$ cat src/rtl/synth_seq_pkg.sv
package synth_seq_pkg;

  // Top-level ordering of the three writes and the hold-off between them
  typedef enum logic [2:0] {
    SQ_LD_REF,
    SQ_WT_REF,
    SQ_LD_CTL,
    SQ_WT_CTL,
    SQ_SETTLE,
    SQ_LD_FB,
    SQ_WT_FB,
    SQ_DONE
  } seq_state_t;

  // Phases of one serial word transfer
  typedef enum logic [1:0] {
    SH_IDLE,
    SH_DATA,
    SH_LATCH,
    SH_GAP
  } sh_phase_t;

endpackage

$ cat src/rtl/slot_timer.sv
// Counts system cycles inside one serial bit slot of CLK_DIV cycles.
module slot_timer #(
  parameter int CLK_DIV = 4
) (
  input  logic                       clk,
  input  logic                       rst,
  input  logic                       run,
  output logic [$clog2(CLK_DIV)-1:0] pos,
  output logic                       mid,
  output logic                       last
);
  localparam int DW   = $clog2(CLK_DIV);
  localparam int HALF = CLK_DIV / 2;

  always_ff @(posedge clk) begin
    if (rst || !run) begin
      pos <= '0;
    end else if (pos == DW'(CLK_DIV - 1)) begin
      pos <= '0;
    end else begin
      pos <= pos + DW'(1);
    end
  end

  assign mid  = (pos == DW'(HALF - 1));
  assign last = (pos == DW'(CLK_DIV - 1));

  // Slot position never leaves its range
  assert_pos_range_R5: assert property (@(posedge clk) disable iff (rst)
    pos <= DW'(CLK_DIV - 1));

endmodule

$ cat src/rtl/ser_word_tx.sv
// Shifts one word out MSB first, then strobes the latch line for one slot
// and leaves one idle slot before reporting completion.
module ser_word_tx
  import synth_seq_pkg::*;
#(
  parameter int W       = 24,
  parameter int CLK_DIV = 4
) (
  input  logic         clk,
  input  logic         rst,
  input  logic         go,
  input  logic [W-1:0] word,
  output logic         sclk,
  output logic         sdata,
  output logic         sle,
  output logic         idle,
  output logic         fin
);
  localparam int DW = $clog2(CLK_DIV);
  localparam int BW = $clog2(W);

  sh_phase_t       phase;
  logic [W-1:0]    sreg;
  logic [BW-1:0]   bitn;
  logic [DW-1:0]   pos;
  logic            mid;
  logic            last;

  initial begin
    assert (CLK_DIV >= 4 && (CLK_DIV % 2) == 0)
      else $error("CLK_DIV must be even and at least 4");
  end

  slot_timer #(.CLK_DIV(CLK_DIV)) u_slot (
    .clk  (clk),
    .rst  (rst),
    .run  (phase != SH_IDLE),
    .pos  (pos),
    .mid  (mid),
    .last (last)
  );

  always_ff @(posedge clk) begin
    if (rst) begin
      phase <= SH_IDLE;
      sreg  <= '0;
      bitn  <= '0;
      sclk  <= 1'b0;
      sdata <= 1'b0;
      sle   <= 1'b0;
      fin   <= 1'b0;
    end else begin
      fin <= 1'b0;
      unique case (phase)
        SH_IDLE: begin
          if (go) begin
            phase <= SH_DATA;
            sreg  <= word;
            sdata <= word[W-1];
            bitn  <= '0;
          end
        end
        SH_DATA: begin
          if (pos == '0) sdata <= sreg[W-1];
          if (mid) sclk <= 1'b1;
          if (last) begin
            sclk <= 1'b0;
            sreg <= sreg << 1;
            if (bitn == BW'(W - 1)) begin
              phase <= SH_LATCH;
              sle   <= 1'b1;
            end else begin
              bitn <= bitn + BW'(1);
            end
          end
        end
        SH_LATCH: begin
          if (last) begin
            sle   <= 1'b0;
            phase <= SH_GAP;
          end
        end
        SH_GAP: begin
          if (last) begin
            phase <= SH_IDLE;
            sdata <= 1'b0;
            fin   <= 1'b1;
          end
        end
        default: phase <= SH_IDLE;
      endcase
    end
  end

  assign idle = (phase == SH_IDLE);

  // The serial clock is idle while the latch strobe is high
  assert_le_clk_low_R7: assert property (@(posedge clk) disable iff (rst)
    sle |-> !sclk);

  // The latch strobe lasts longer than one system cycle
  assert_le_width_R7: assert property (@(posedge clk) disable iff (rst)
    $rose(sle) |=> sle);

  // Data moves only inside a low phase of the serial clock
  assert_data_in_low_R6: assert property (@(posedge clk) disable iff (rst)
    !$stable(sdata) |-> (!sclk && !$past(sclk)));

  // The serial clock toggles only while bits are shifting
  assert_clk_only_data_R5: assert property (@(posedge clk) disable iff (rst)
    sclk |-> (phase == SH_DATA));

endmodule

$ cat src/rtl/settle_timer.sv
// Counts the hold-off between the control write and the feedback write.
module settle_timer #(
  parameter int CYCLES = 500000
) (
  input  logic clk,
  input  logic rst,
  input  logic load,
  output logic expired
);
  localparam int CW = $clog2(CYCLES + 1);
  localparam logic [CW-1:0] LOAD_V = CW'(CYCLES);

  logic [CW-1:0] cnt;

  always_ff @(posedge clk) begin
    if (rst) begin
      cnt     <= '0;
      expired <= 1'b0;
    end else if (load) begin
      cnt     <= LOAD_V;
      expired <= 1'b0;
    end else if (cnt > CW'(1)) begin
      cnt <= cnt - CW'(1);
    end else if (cnt == CW'(1)) begin
      cnt     <= '0;
      expired <= 1'b1;
    end
  end

  // Once expired, the flag holds until the next load
  assert_expire_hold_R8: assert property (@(posedge clk) disable iff (rst)
    (expired && !load) |=> expired);

  // A fresh load always clears the flag
  assert_load_clears_R8: assert property (@(posedge clk) disable iff (rst)
    load |=> !expired);

endmodule

$ cat src/rtl/synth_init_seq.sv
module synth_init_seq
  import synth_seq_pkg::*;
#(
  parameter int WORD_W        = 24,
  parameter int CLK_DIV       = 4,
  parameter int SETTLE_CYCLES = 500000
) (
  input  logic              clk,
  input  logic              rst,
  input  logic              start,
  input  logic [WORD_W-1:0] ref_word,
  input  logic [WORD_W-1:0] ctl_word,
  input  logic [WORD_W-1:0] fb_word,
  output logic              ser_clk,
  output logic              ser_data,
  output logic              ser_le,
  output logic              done
);

  seq_state_t        st;
  logic              go;
  logic [WORD_W-1:0] tx_word;
  logic              tx_idle;
  logic              tx_fin;
  logic              tmr_load;
  logic              tmr_expired;

  ser_word_tx #(.W(WORD_W), .CLK_DIV(CLK_DIV)) u_tx (
    .clk   (clk),
    .rst   (rst),
    .go    (go),
    .word  (tx_word),
    .sclk  (ser_clk),
    .sdata (ser_data),
    .sle   (ser_le),
    .idle  (tx_idle),
    .fin   (tx_fin)
  );

  settle_timer #(.CYCLES(SETTLE_CYCLES)) u_settle (
    .clk     (clk),
    .rst     (rst),
    .load    (tmr_load),
    .expired (tmr_expired)
  );

  always_ff @(posedge clk) begin
    if (rst) begin
      st       <= SQ_LD_REF;
      go       <= 1'b0;
      tx_word  <= '0;
      tmr_load <= 1'b0;
      done     <= 1'b0;
    end else begin
      go       <= 1'b0;
      tmr_load <= 1'b0;
      unique case (st)
        SQ_LD_REF: begin
          go      <= 1'b1;
          tx_word <= ref_word;
          st      <= SQ_WT_REF;
        end
        SQ_WT_REF: if (tx_fin) st <= SQ_LD_CTL;
        SQ_LD_CTL: begin
          go      <= 1'b1;
          tx_word <= ctl_word;
          st      <= SQ_WT_CTL;
        end
        SQ_WT_CTL: begin
          if (tx_fin) begin
            tmr_load <= 1'b1;
            st       <= SQ_SETTLE;
          end
        end
        SQ_SETTLE: if (tmr_expired && !tmr_load) st <= SQ_LD_FB;
        SQ_LD_FB: begin
          go      <= 1'b1;
          tx_word <= fb_word;
          st      <= SQ_WT_FB;
        end
        SQ_WT_FB: begin
          if (tx_fin) begin
            done <= 1'b1;
            st   <= SQ_DONE;
          end
        end
        SQ_DONE: begin
          if (start) begin
            done <= 1'b0;
            st   <= SQ_LD_REF;
          end
        end
        default: st <= SQ_LD_REF;
      endcase
    end
  end

  // The feedback word is never launched before the hold-off has run out
  assert_fb_after_settle_R8: assert property (@(posedge clk) disable iff (rst)
    (st == SQ_LD_FB) |-> tmr_expired);

  // A new word is only launched into an idle transmitter
  assert_go_when_idle_R3: assert property (@(posedge clk) disable iff (rst)
    go |-> tx_idle);

  // With done high, the serial lines are quiet
  assert_done_quiet_R9: assert property (@(posedge clk) disable iff (rst)
    done |-> (tx_idle && !ser_clk && !ser_le));

  // A start request inside a running sequence does not raise done
  assert_start_ignored_R11: assert property (@(posedge clk) disable iff (rst)
    (!done && start && !tx_fin) |=> !done);

endmodule

$ cat config.mk
export PLATFORM = sky130hd
export DESIGN_NAME = synth_init_seq
export DESIGN_NICKNAME = d
export VERILOG_FILES = /design/src/rtl/synth_seq_pkg.sv /design/src/rtl/slot_timer.sv /design/src/rtl/ser_word_tx.sv /design/src/rtl/settle_timer.sv /design/src/rtl/synth_init_seq.sv
export SDC_FILE = /design/constraint.sdc
export NUM_CORES = 1
export LEC_CHECK = 0
export ABC_AREA = 1
export BUFFER_PORTS_ARGS = -buffer_cell sky130_fd_sc_hd__buf_2
export CAP_MARGIN = 10
export CORE_MARGIN = 10
export CORE_UTILIZATION = 56
export CTS_CLUSTER_DIAMETER = 150
export DETAILED_ROUTE_END_ITERATION = 10
export PLACE_DENSITY = 0.79
export SKIP_CTS_REPAIR_TIMING = 1
export SYNTH_ARGS = -nofsm -noshare
export SYNTH_HDL_FRONTEND = slang
export SYNTH_SLANG_ARGS = --single-unit
$ cat constraint.sdc
create_clock -name clk -period 1.8 [get_ports clk]
set_input_delay 0.54 -clock clk [delete_from_list [all_inputs] [get_ports clk]]
set_output_delay 0.54 -clock clk [all_outputs]
set_load 0.05 [all_outputs]
======== Word-level counts from Yosys, hierarchy flattened ========
Cells that the tools add are included.
storage, ports and cells
  flip-flop bits (word level) ............. 87
  latch bits .............................. 0
  RAM bits ................................ 0
  bits in read-only memories .............. 0
  bits of input ports ..................... 75
  word-level logic and storage cells ...... 117
  memories ................................ 0
cells by class
  add/sub/neg operators ................... 3
  multiply operators ...................... 0
  div/mod/pow operators ................... 0
  $lt $le $gt $ge ......................... 1
  eq/ne operators ......................... 26
  shift operators ......................... 0
  multiplexer cells ....................... 38
  bitwise gates (word level) .............. 3
  reduce and logical (&&, ||, !) cells .... 30
operator list
  cell                     number
  $pmux W24 S3             1
  $mux W19                 3
  $mux W24                 2
  $pmux W24 S2             1
  $pmux W3 S8              1
  $eq A19 B1 Y1 const B    1
  $gt A19 B1 Y1 const B    1
  $sub A19 B1 Y19 const B  1
  $ne A2 B1 Y1 const B     8
  $mux W3                  5
  $mux W5                  3
  $eq A3 B3 Y1 const B     4
  $mux W1                  12
  $reduce_and A4 Y1        3
  $reduce_bool A2 Y1       6
  $mux W2                  5
  $pmux W5 S2              1
  $reduce_and A5 Y1        2
  $reduce_bool A3 Y1       3
  $ne A2 B2 Y1 const B     4
  $pmux W2 S4              1
  $reduce_or A2 Y1         4
  $eq A2 B2 Y1 const B     3
  $eq A3 B2 Y1 const B     2
  16 further kinds         24

======== Depth between registers and ports, before layout ========
  depth after elaboration ................. 4
  gate-level depth with buffers ........... 12

======== Modules after synthesis ========
From an unflattened synthesis, not the netlist that was laid out.
unflattened totals
  cell total of the unflattened synthesis .. 691
  area, all modules ....................... 4803.4 um^2
modules (own cells, without submodules)
  module          instances  cells an instance  area each (um^2)
  ser_word_tx     1          278                1793.0
  synth_init_seq  1          253                1756.7
  settle_timer    1          150                1159.9
  slot_timer      1          10                 93.8

======== Worst setup path after synthesis ========
No wires, ideal clock.
  path kind ............................... register to register
  start point ............................. register st[0]
  end point ............................... register tx_word[0]
  arrival ................................. 1.382 ns
  slack ................................... 0.295 ns
  cell stages (with the launch flop) ...... 11
  buffers on the path ..................... 2
  clock period less this slack ............ 1.505 ns
  path through ............................ dfxtp_1 inv_1 ha_1 buf_2 nand2_1 nand2_1 nor2_1 inv_2 buf_2 o21ai_0 a31oi_1
on the way
  longest elaborated chain between the ends .. 2
  elaborated cells between the ends (all ways) .. 5
  those cells by class .................... eq/ne: 2; mux: 1; reduce/logical: 2
ends and longest elaborated chain
  item                                                       RTL line              source
  start, declared                                            synth_init_seq.sv:20  seq_state_t st;
  start signal, assigned                                     synth_init_seq.sv:49  st <= SQ_LD_REF;
  start signal, assigned                                     synth_init_seq.sv:61  st <= SQ_WT_REF;
  start signal, assigned                                     synth_init_seq.sv:63  SQ_WT_REF: if (tx_fin) st <= SQ_LD_CTL;
  $eq A3 B3 Y1, or another cell as far along                 synth_init_seq.sv:57  unique case (st)
  $pmux W24 S3 / $reduce_bool A3 Y1 (equally long branches)  n/a
  end signal, assigned                                       synth_init_seq.sv:60  tx_word <= ref_word;
  end signal, assigned                                       synth_init_seq.sv:66  tx_word <= ctl_word;
  end signal, assigned                                       synth_init_seq.sv:78  tx_word <= fb_word;
  end, declared                                              synth_init_seq.sv:22  logic [WORD_W-1:0] tx_word;
Several ways; a longest one is shown, not always the timed one.
A chain may end at the register's enable or synchronous reset.

======== Worst setup path after layout ========
  start point ............................. register u_settle.cnt[5]
  end point ............................... register u_settle.cnt[17]
on the way
  longest elaborated chain between the ends .. 3
  elaborated cells between the ends (all ways) .. 6
  those cells by class .................... add/sub: 1; order compare: 1; eq/ne: 1; mux: 2; reduce/logical: 1
ends and longest elaborated chain
  item                                                     RTL line                                source
  start, declared                                          settle_timer.sv:13                      logic [CW-1:0] cnt;
  start signal, assigned                                   settle_timer.sv:23                      cnt <= cnt - CW'(1);
  $sub A19 B1 Y19 / $gt A19 B1 Y1 (equally long branches)  settle_timer.sv:23, settle_timer.sv:22
  $mux W19                                                 settle_timer.sv:22                      end else if (cnt > CW'(1)) begin
  $mux W19                                                 settle_timer.sv:19                      end else if (load) begin
Several ways; a longest one is shown, not always the timed one.

==> flow_summary_export.csv <==
group,metric,value,unit
routing,via_per_inst,5.48,
sta,setup_ws,0.182,ns
global_routing,antenna_found_initial,0,
worst_setup_path,crit_arrival,1.87,ns
finish,n_antenna_cell,0,
power,p_leak,2.12,nW
worst_setup_path,slowest_delay,0.35,ns
sta,setup_violations,0,
routing,drtIter0Drc,261,
logic_synthesis,yosysWarnings,0,
clock_tree,cts_made_buffers,9,
power,switching_share,44.5,%
clock_tree,clk_path_buf_depth,2,
logic_synthesis,ys_types,31,
logic_synthesis,yosys.area_share.xor_xnor,2.60,%
finish,fin_area,5030,sq um
clock_tree,cts_tree,"yes",
sta,fmax,618,MHz
power,powerDensity,1680,nW/um^2
logic_synthesis,synthFlopType,"dfxtp_1",
run_status,status,"completed",
die,core,7650,sq um
global_routing,grt_first_pass_wirelength,18.1,mm
logic_synthesis,synthTopCellsByArea,"dfxtp_1 40%, nand2_1 9.8%, o21ai_0 8.6%",
worst_setup_path,criticalPathCategory,"flop to flop",
logic_synthesis,synthMuxAreaShare,0,%
clock_tree,clock_sinks,87,
worst_setup_path,cp_common_cell,"nor2_1",
die,start_util,57.2,%
worst_setup_path,cp_slowest_cell,"dfxtp_1",
clock_tree,cts_htree_levels,3,
placed_design,place_hpwl,8.00,mm
worst_setup_path,path_cells,"nor2_1, nand2_1, nor2_2, nand3b_1, nand2_2, nor2_1, nor2_1, nor2_1",
power,ir_drop,1010,uV
placed_design,portBuffers,78,
logic_synthesis,synth_cells,611,
finish,layout.nets,765,
logic_synthesis,avgSynthCellArea,7.16,sq um
power,pwr-share-seq,34.9,%
placed_design,gp_congestion,0.932,
logic_synthesis,postSynthNetCount,700,
worst_setup_path,path_max_fanout,13,
sta,fin_worst_skew,0.00704,ns
global_routing,grt_util_all_layers,18.4,%
routing,dr_total_vias,4289,
sta,hold_violations,0,
worst_setup_path,critPathLaunchType,"flop",
logic_synthesis,ys_ff_latch,87,
power,combPwrFrac,49.0,%
placed_design,placed_area,4820,sq um
clock_tree,clkTransAtPathRegs,0.09,ns
logic_synthesis,synth_top_area_share,39.8,%
routing,antenna_left,0,
flow_run,drv_cap,0,
clock_tree,root_buffer,"clkbuf_8",
logic_synthesis,synth-edff-count,0,
logic_synthesis,ys_seq_area_share,39.8,%
power,p_int,4.69,mW
power,power_switching,3.76,mW
logic_synthesis,synth-simple-area-share,27.2,%
finish,drive_gt1_share,19.4,%
global_routing,overflow,0,
die,die-height,108,microns
die,dieArea,11700,sq um
placed_design,post-place-ws,0.146,ns
finish,area_growth,15.0,%
power,pwr-share-clk,16.0,%
logic_synthesis,synthAdderAreaFrac,4.00,%
sta,fin_crit_sh,89.9,%
logic_synthesis,synth-async-reset-ratio,0,%
logic_synthesis,synth_top_family_by_area,"simple AND/OR/NAND/NOR gates",
sta,rsz0062_at_grt,"yes",
global_routing,grt_pass1_vias,3958,
die,die_x,108,microns
die,ios,79,
global_routing,grt_max_degree,60,
sta,worst_pin_slew,0.388,ns
routing,wl_per_cell,13.8,microns
sta,slew_headroom,74.0,%
worst_setup_path,worstPathRequired,2.06,ns
logic_synthesis,netlist_area,4370,sq um
routing,routed_wirelength,10.8,mm
logic_synthesis,yosys.area.top_type,"dfxtp_1",
die,fp-row-count,32,
logic_synthesis,synth_most_common_cell,"nand2_1",
routing,drc_errors,0,
clock_tree,clk_latency,0.36,ns
routing,dr.pass1.iters,5,
hold_path,hold_path.class,"primary input to flop",
sta,finalMaxSlewViolations,0,
sta,finalCriticalPeriod,1.62,ns
worst_setup_path,critPathCaptureType,"flop",
logic_synthesis,synth_compound_area_share,18.7,%
logic_synthesis,synth_common_cells,"114 x nand2_1, 87 x dfxtp_1, 75 x o21ai_0",
[logic make-up (layout without fill, tap and decap cells)]
kind of cell               count (synthesis)  in the layout
and+or+nand+nor                          272            272
DFF                                       87             87
xor gates and xnor gates                  13             13
buffers and inverters                     78            148
AOI/OAI and AO/OA                        147            147
adders and majority gates                 14             14
[worst paths after layout]
check	startpoint	to	slack, ns	cells after the start
min reg2reg	u_settle.cnt[0]	u_settle.cnt[0]	0.46	1
max	u_settle.cnt[5]	u_settle.cnt[17]	0.18	8
max reg2reg	u_settle.cnt[5]	u_settle.cnt[17]	0.18	8
min	rst	done	0.37	2
[worst max-delay path, delay by kind of cell (launching register included)]
family | cells | cell delay (ns)
flops | 1 | 0.35
simple gates | 8 | 1.15
[layer usage]
layer	wire length (microns)	global-route usage (%)	part of all wire, %
met1	5380	26.5	50
met3	786	4.34	7.3
met2	4430	25.7	41
met4	194	7.53	1.8
met5	0	0	0
[layout by cell type (no fill, tap or decap)]
master	synthesis	routed
bufinv_16	0	1
nor4_2	1	1
nand4_1	2	2
nand3b_1	1	1
buf_2	12	78
o211ai_1	1	1
nor3b_2	1	1
o21ai_0	75	74
nor2_1	58	58
buf_8	0	1
nand2_1	114	114
ha_1	14	13
inv_2	6	6
nand2_2	5	5
nor2_4	1	1
a21oi_4	1	1
clkinvlp_4	0	2
clkinv_1	1	1
o21ai_2	2	2
and3_1	1	1
a31oi_1	48	48
nand3_1	67	67
or2_1	1	1
xor2_1	6	6
inv_1	33	33
ha_2	0	1
clkinv_2	0	3
dfxtp_1	87	87
o21ai_1	5	6
buf_4	6	12
nor3_1	14	14
clkbuf_8	0	10
xnor2_1	7	7
a21oi_1	15	15
nor2_2	6	6
buf_12	0	1
[state kept, by name (all words and copies together) (netlist names)]
signal	cells
done	1
tmr_load	1
u_tx.u_slot.pos	2
u_tx.sreg	24
u_tx.sclk	1
u_tx.phase	2
st	3
u_tx.sle	1
u_tx.bitn	5
u_tx.sdata	1
u_tx.fin	1
go	1
u_settle.cnt	19
tx_word	24
u_settle.expired	1
[layout make-up]
type	instances	area, sq um
fillers	646	2620
multi-input cells	446	2300
flip-flops and latches	87	1740
repair buffers	92	515
inverters	40	150
clock buffers	10	138
well taps	102	128
clock inverters	6	60.1
[through the flow]
step                      power (mW)  hold slack, ns  utilization, %  setup TNS, ns  instances
after floorplan                 6.20           0.428               -              0        611
after global placement          6.93           0.443            63.1              0        767
after detailed placement        7.05           0.449            63.1              0        767
after CTS                       8.42           0.350            65.6              0        783
after global routing            9.19           0.363            65.8       -0.00289        783
final                           8.45           0.366            65.8              0        783
[power groups by stage]
stage	clock network [mW]	registers, mW	logic [mW]
finish	1.36	2.95	4.14
floorplan	0	2.89	3.31
detailed placement	0	2.98	4.07
global route	1.47	3.02	4.70
global placement	0	2.96	3.96
CTS	1.39	2.94	4.09
(Power assumes the default switching activity.)
